==> config.mk <==
export PLATFORM = sky130hd
export DESIGN_NAME = unaligned_merge_unit
export DESIGN_NICKNAME = d
export VERILOG_FILES = /design/src/rtl/umu_pkg.sv /design/src/rtl/umu_addr_gen.sv /design/src/rtl/umu_merge.sv /design/src/rtl/umu_seq.sv /design/src/rtl/unaligned_merge_unit.sv
export SDC_FILE = /design/constraint.sdc
export NUM_CORES = 1
export LEC_CHECK = 0
export BUFFER_PORTS_ARGS = -buffer_cell sky130_fd_sc_hd__buf_2
export CAP_MARGIN = 30
export CORE_UTILIZATION = 54
export CTS_CLUSTER_DIAMETER = 100
export DETAILED_ROUTE_END_ITERATION = 16
export GPL_ROUTABILITY_DRIVEN = 0
export PLACE_DENSITY = 0.82
export SYNTH_ARGS = -nofsm -noshare
export SYNTH_HDL_FRONTEND = slang
export SYNTH_SLANG_ARGS = --single-unit
==> constraint.sdc <==
create_clock -name clk -period 2.83 [get_ports clk]
set_clock_uncertainty 0.15 [all_clocks]
set_input_delay 0.1415 -clock clk [delete_from_list [all_inputs] [get_ports clk]]
set_output_delay 0.1415 -clock clk [all_outputs]
set_load 0.005 [all_outputs]
==> src/rtl/umu_pkg.sv <==
package umu_pkg;
  localparam int unsigned WORD_W = 32;
  localparam int unsigned LANE_W = 8;
  localparam int unsigned OFS_W  = $clog2(WORD_W / LANE_W);
  localparam int unsigned SH_W   = $clog2(WORD_W);

  typedef enum logic [1:0] {
    K_LDL = 2'd0,
    K_LDR = 2'd1,
    K_STL = 2'd2,
    K_STR = 2'd3
  } kind_e;

  typedef enum logic [2:0] {
    S_IDLE,
    S_RD_REQ,
    S_RD_WAIT,
    S_WR_REQ,
    S_FIN
  } state_e;

  localparam logic [WORD_W-1:0] LO3_MASK = 32'h00FF_FFFF;
  localparam logic [WORD_W-1:0] HI3_MASK = 32'hFFFF_FF00;
  localparam logic [SH_W-1:0]   TOP_SH   = SH_W'(WORD_W - LANE_W);

  // load-left: upper register lanes come from memory
  function automatic logic [WORD_W-1:0] mrg_ldl(input logic [WORD_W-1:0] old_reg,
                                                input logic [WORD_W-1:0] mem_w,
                                                input logic [SH_W-1:0]   sh);
    return (old_reg & (LO3_MASK >> sh)) | (mem_w << (TOP_SH - sh));
  endfunction

  // load-right: lower register lanes come from memory
  function automatic logic [WORD_W-1:0] mrg_ldr(input logic [WORD_W-1:0] old_reg,
                                                input logic [WORD_W-1:0] mem_w,
                                                input logic [SH_W-1:0]   sh);
    return (old_reg & (HI3_MASK << (TOP_SH - sh))) | (mem_w >> sh);
  endfunction

  // store-left: lower memory lanes come from upper register lanes
  function automatic logic [WORD_W-1:0] mrg_stl(input logic [WORD_W-1:0] reg_w,
                                                input logic [WORD_W-1:0] mem_w,
                                                input logic [SH_W-1:0]   sh);
    return (mem_w & (HI3_MASK << sh)) | (reg_w >> (TOP_SH - sh));
  endfunction

  // store-right: upper memory lanes come from lower register lanes
  function automatic logic [WORD_W-1:0] mrg_str(input logic [WORD_W-1:0] reg_w,
                                                input logic [WORD_W-1:0] mem_w,
                                                input logic [SH_W-1:0]   sh);
    return (mem_w & (LO3_MASK >> (TOP_SH - sh))) | (reg_w << sh);
  endfunction
endpackage

==> src/rtl/umu_addr_gen.sv <==
module umu_addr_gen
  import umu_pkg::*;
#(
  parameter int unsigned IMM_W = 16
) (
  input  logic [WORD_W-1:0] base,
  input  logic [IMM_W-1:0]  imm,
  output logic [WORD_W-1:0] word_addr,
  output logic [SH_W-1:0]   shamt
);
  localparam int unsigned EXT_W = WORD_W - IMM_W;

  logic [WORD_W-1:0] eff_addr;

  always_comb begin
    eff_addr  = base + {{EXT_W{imm[IMM_W-1]}}, imm};
    word_addr = {eff_addr[WORD_W-1:OFS_W], {OFS_W{1'b0}}};
    shamt     = {eff_addr[OFS_W-1:0], {(SH_W-OFS_W){1'b0}}};
  end
endmodule

==> src/rtl/umu_merge.sv <==
module umu_merge
  import umu_pkg::*;
(
  input  kind_e             kind,
  input  logic [WORD_W-1:0] rt_val,
  input  logic [WORD_W-1:0] mem_word,
  input  logic [SH_W-1:0]   shamt,
  output logic [WORD_W-1:0] merged
);
  always_comb begin
    unique case (kind)
      K_LDL:   merged = mrg_ldl(rt_val, mem_word, shamt);
      K_LDR:   merged = mrg_ldr(rt_val, mem_word, shamt);
      K_STL:   merged = mrg_stl(rt_val, mem_word, shamt);
      default: merged = mrg_str(rt_val, mem_word, shamt);
    endcase
  end
endmodule

==> src/rtl/umu_seq.sv <==
module umu_seq
  import umu_pkg::*;
#(
  parameter int unsigned RIDX_W = 5
) (
  input  logic              clk,
  input  logic              rst_n,
  input  logic              op_valid,
  input  kind_e             op_kind,
  input  logic [WORD_W-1:0] op_word_addr,
  input  logic [SH_W-1:0]   op_shamt,
  input  logic [RIDX_W-1:0] op_rt_idx,
  input  logic [WORD_W-1:0] op_rt_val,
  output logic              busy,
  output logic              req_valid,
  input  logic              req_ready,
  output logic              req_write,
  output logic [WORD_W-1:0] req_addr,
  output logic [WORD_W-1:0] req_wdata,
  input  logic              rsp_valid,
  input  logic [WORD_W-1:0] merged_in,
  output kind_e             cur_kind,
  output logic [SH_W-1:0]   cur_shamt,
  output logic [WORD_W-1:0] cur_rt_val,
  output logic              done,
  output logic              wb_valid,
  output logic [RIDX_W-1:0] wb_idx,
  output logic [WORD_W-1:0] wb_data,
  output logic              op_take,
  output logic              wr_fire
);
  state_e            st;
  logic [WORD_W-1:0] addr_q;
  logic [WORD_W-1:0] data_q;
  logic [RIDX_W-1:0] idx_q;
  logic              rd_fire;
  logic              rsp_take;

  assign op_take  = op_valid && (st == S_IDLE);
  assign rd_fire  = (st == S_RD_REQ) && req_ready;
  assign rsp_take = (st == S_RD_WAIT) && rsp_valid;
  assign wr_fire  = (st == S_WR_REQ) && req_ready;

  assign busy      = (st != S_IDLE);
  assign req_valid = (st == S_RD_REQ) || (st == S_WR_REQ);
  assign req_write = (st == S_WR_REQ);
  assign req_addr  = addr_q;
  assign req_wdata = data_q;
  assign done      = (st == S_FIN);
  assign wb_valid  = done && !cur_kind[1];
  assign wb_idx    = idx_q;
  assign wb_data   = data_q;

  always_ff @(posedge clk) begin
    if (!rst_n) begin
      st         <= S_IDLE;
      addr_q     <= '0;
      data_q     <= '0;
      idx_q      <= '0;
      cur_kind   <= K_LDL;
      cur_shamt  <= '0;
      cur_rt_val <= '0;
    end else begin
      unique case (st)
        S_IDLE: if (op_take) begin
          cur_kind   <= op_kind;
          cur_shamt  <= op_shamt;
          cur_rt_val <= op_rt_val;
          addr_q     <= op_word_addr;
          idx_q      <= op_rt_idx;
          st         <= S_RD_REQ;
        end
        S_RD_REQ:  if (rd_fire) st <= S_RD_WAIT;
        S_RD_WAIT: if (rsp_take) begin
          data_q <= merged_in;
          st     <= cur_kind[1] ? S_WR_REQ : S_FIN;
        end
        S_WR_REQ:  if (wr_fire) st <= S_FIN;
        default:   st <= S_IDLE;
      endcase
    end
  end
endmodule

==> src/rtl/unaligned_merge_unit.sv <==
module unaligned_merge_unit
  import umu_pkg::*;
#(
  parameter int unsigned IMM_W  = 16,
  parameter int unsigned RIDX_W = 5
) (
  input  logic              clk,
  input  logic              rst_n,
  input  logic              op_valid,
  input  logic [1:0]        op_kind,
  input  logic [31:0]       op_base,
  input  logic [IMM_W-1:0]  op_imm,
  input  logic [RIDX_W-1:0] op_rt_idx,
  input  logic [31:0]       op_rt_val,
  output logic              busy,
  output logic              mem_req_valid,
  input  logic              mem_req_ready,
  output logic              mem_req_write,
  output logic [31:0]       mem_req_addr,
  output logic [31:0]       mem_req_wdata,
  input  logic              mem_rsp_valid,
  input  logic [31:0]       mem_rsp_data,
  output logic              done,
  output logic              wb_valid,
  output logic [RIDX_W-1:0] wb_idx,
  output logic [31:0]       wb_data
);
  logic [WORD_W-1:0] op_word_addr;
  logic [SH_W-1:0]   op_shamt;
  kind_e             cur_kind;
  logic [SH_W-1:0]   cur_shamt;
  logic [WORD_W-1:0] cur_rt_val;
  logic [WORD_W-1:0] merged;
  logic              op_take;
  logic              wr_fire;

  umu_addr_gen #(.IMM_W(IMM_W)) u_addr (
    .base      (op_base),
    .imm       (op_imm),
    .word_addr (op_word_addr),
    .shamt     (op_shamt)
  );

  umu_merge u_merge (
    .kind     (cur_kind),
    .rt_val   (cur_rt_val),
    .mem_word (mem_rsp_data),
    .shamt    (cur_shamt),
    .merged   (merged)
  );

  umu_seq #(.RIDX_W(RIDX_W)) u_seq (
    .clk          (clk),
    .rst_n        (rst_n),
    .op_valid     (op_valid),
    .op_kind      (kind_e'(op_kind)),
    .op_word_addr (op_word_addr),
    .op_shamt     (op_shamt),
    .op_rt_idx    (op_rt_idx),
    .op_rt_val    (op_rt_val),
    .busy         (busy),
    .req_valid    (mem_req_valid),
    .req_ready    (mem_req_ready),
    .req_write    (mem_req_write),
    .req_addr     (mem_req_addr),
    .req_wdata    (mem_req_wdata),
    .rsp_valid    (mem_rsp_valid),
    .merged_in    (merged),
    .cur_kind     (cur_kind),
    .cur_shamt    (cur_shamt),
    .cur_rt_val   (cur_rt_val),
    .done         (done),
    .wb_valid     (wb_valid),
    .wb_idx       (wb_idx),
    .wb_data      (wb_data),
    .op_take      (op_take),
    .wr_fire      (wr_fire)
  );
endmodule

==> flow_metrics.tcl <==
set metrics [dict create \
    area_delta_synth_final_pct 20.0 \
    rows 45 \
    fillers 1301 \
    io_pins 230 \
    arrival_ns 2.79 \
    portBuffers 227 \
    synth-edff-count 0 \
    htreeDepth 3 \
    grt_overflow_total 0 \
    clkTransAtPathRegs_ns 0.07 \
    postCtsHoldBufs 41 \
    core-area_um2 15300 \
    timing.critical_path.buf_inv 1 \
    post_cts_buffers 0 \
    cp_slowest_stage_delay_ns 0.73 \
    setup_violations 0 \
    post-route-period-util_pct 93.2 \
    use_met1_pct 38.4 \
    ir_drop_mv 0.338 \
    syn_area_um2 8460 \
    cp-end-kind "flop" \
    grt_pass1_wl_um 40700 \
    relSlewSlack_pct 38.2 \
    drt_iter0_drc 920 \
    startpoint_type "flop" \
    routedWlPerCell_um 17.1 \
    synth_top_cells_by_count "nand2_1 (194), dfxtp_1 (106), a21oi_1 (87)" \
    nNetsFinal 1416 \
    crit_slowest_cell "a21oi_1" \
    cp_top_family "compound AO/OA/AOI/OAI gates" \
    cp_common_cell "o21ai_0" \
    multi_input_area_um2 5680 \
    final_cell_area_um2 10100 \
    met2_usage_pct 52.4 \
    crit_fanout 16 \
    clk_path_buf_depth 2 \
    max_freq_mhz 379 \
    dp_hpwl_um 18300 \
    max_cap_violations 0 \
    routed_wl_um 25300 \
    drv_slew 0 \
    grt.total_usage_pct 31.3 \
    antenna_found_initial 1 \
    yosysWarnings 0 \
    path_class "flop to flop" \
    yosysTopAreaCellShare_pct 25.1 \
    status "completed" \
    die_w_um 127 \
    placed_area_um2 9440 \
    cts_resized 0 \
    numCtsBuffers 9 \
    die-area_um2 16200 \
    async_flop_share_pct 0 \
    grt_pass1_vias 8345 \
    yosysTopAreaCell "dfxtp_1" \
    clkLatencyLatePin_ns 0.36 \
    ys_seq_area_share_pct 25.1 \
    period_needed_ns 2.64 \
    syn_inst 1074 \
    critPathRequiredTime_ns 2.99 \
    powerDensity_nw_per_um2 453 \
    start_util_pct 55.4 \
    worst_slew_pin_slew_ns 0.919 \
    hold_viol 0 \
    clock-sinks 106 \
    dr.pass1.iters 6 \
    ant_nets 0 \
    layout-drive-gt1-share_pct 25.3 \
    grt_max_degree 86 \
    cp_cell_sequence "clkinv_1 > a21oi_1 > o22ai_1 > a22oi_1 > o21ai_0 > o21ai_0 > and2_1" \
    ys_ff_latch 106 \
    hp-class "input pin to flop" \
    grt_use_met3_pct 6.37 \
    avgSynthCellArea_um2 7.87 \
    viasPerCell 5.99 \
    cts_tree "done" \
    ys_types 70 \
    yosys-top-cells-area "dfxtp_1 (25%), nand2_1 (8.6%), mux4_2 (5.3%), a21oi_1 (5.1%), mux2i_1 (5.1%)" \
    total_power_mw 4.60 \
    cts_root_buf "clkbuf_16" \
    fp.dieH_um 127 \
    drc 0 \
    vias 8854 \
    rsz0062_at_grt "no" \
    synth_most_common_cell "nand2_1" \
    fin_setup_tns_ns 0 \
    grt-busiest-layer "met2" \
    final-seq-area_um2 2130 \
    power.leakage_nw 4.66 \
    synth_flop_cell "dfxtp_1" \
]
==> state kept, by name (all words and copies together) (netlist names) <==
name	count
u_seq.cur_rt_val	32
u_seq.req_wdata	32
u_seq.req_addr	30
u_seq.wb_idx	5
u_seq.st	3
u_seq.cur_kind	2
u_seq.cur_shamt	2
==> power by group <==
group          leakage, nW  internal [mW]  switching, mW
Clock                0.143          0.712          0.567
Combinational         3.65          0.715          0.872
Sequential           0.867           1.61          0.128
Total                 4.66           3.03           1.57
==> cell families (layout without fill, tap and decap cells) <==
logic type	Yosys count	after routing	share of synthesized area [%]
compound gates	358	358	28.0
simple gates	344	344	18.4
buf+inv	123	313	7.93
flops	106	106	25.1
mux	80	80	12.7
fa+ha+maj	32	32	4.82
xor+xnor	30	30	3.11
other cells	1	3	0.0443
==> final cells by class <==
cell class | instances | share of cell area, %
clock inverter | 4 | 0.506
timing repair buffer | 291 | 17.3
antenna | 1 | 0.0247
tap | 211 | 2.60
clock buffer | 12 | 2.43
inverter | 6 | 0.222
sequential | 106 | 21.0
multi-input combinational | 846 | 55.9
==> final timing paths <==
| check | depth (start not counted) | from | slack (ns) | end |
|---|---|---|---|---|
| worst max-delay path | 7 | u_seq.cur_kind[1] | 0.19 | u_seq.req_wdata[31] |
| worst min-delay path | 4 | op_base[31] | 0.04 | u_seq.req_addr[31] |
| worst max register to register | 7 | u_seq.cur_kind[1] | 0.19 | u_seq.req_wdata[31] |
| worst min register to register | 2 | u_seq.req_addr[24] | 0.30 | u_seq.req_addr[24] |
==> through the flow <==
stage	hold WS, ns	setup WS (ns)	util (%)	instances
after global routing	0.0876	0.00242	66.5	1477
final	0.0387	0.192	66.5	1477
after CTS	0.0283	0.271	66.5	1476
after floorplan	0.136	0.318	-	1075
after global placement	0.243	0.0634	61.8	1419
after detailed placement	0.250	0.0289	61.8	1419
==> worst register-to-register path, cell delays in order (launching register included) <==
cell and delay (ns):
dfxtp_1 0.35, clkinv_1 0.42, a21oi_1 0.73, o22ai_1 0.22
a22oi_1 0.22, o21ai_0 0.18, o21ai_0 0.17, and2_1 0.13
==> metal layers <==
layer	part of all wire [%]	vias to the layer above
met5	0	-
met4	4.6	0
met3	9.4	83
met2	46	540
met1	40	4014
li1	-	4217
==> cell usage in the layout, fill, tap and decap left out, types with 4 or more instances in the layout <==
cell type,count
and2_1,23
nor2b_1,20
a21o_1,22
xnor2_1,12
mux2_2,16
o21ai_0,75
o211ai_1,7
ha_1,31
and3_1,9
a22oi_1,8
nand3_1,4
a21oi_1,87
a31oi_1,11
nand4_1,7
a21boi_0,43
buf_4,20
nand2_1,193
inv_1,5
o211a_1,16
nor2_1,50
xor2_1,18
mux4_2,20
nor3_1,6
clkbuf_16,9
buf_2,227
mux2i_1,43
o21ai_1,12
a221oi_1,20
o21bai_1,5
dlygate4sd3_1,41
dfxtp_1,103
nand2b_1,16
a211oi_1,19
o22ai_1,9
a311oi_1,5
No activity file was read; power rests on OpenSTA's default activity.
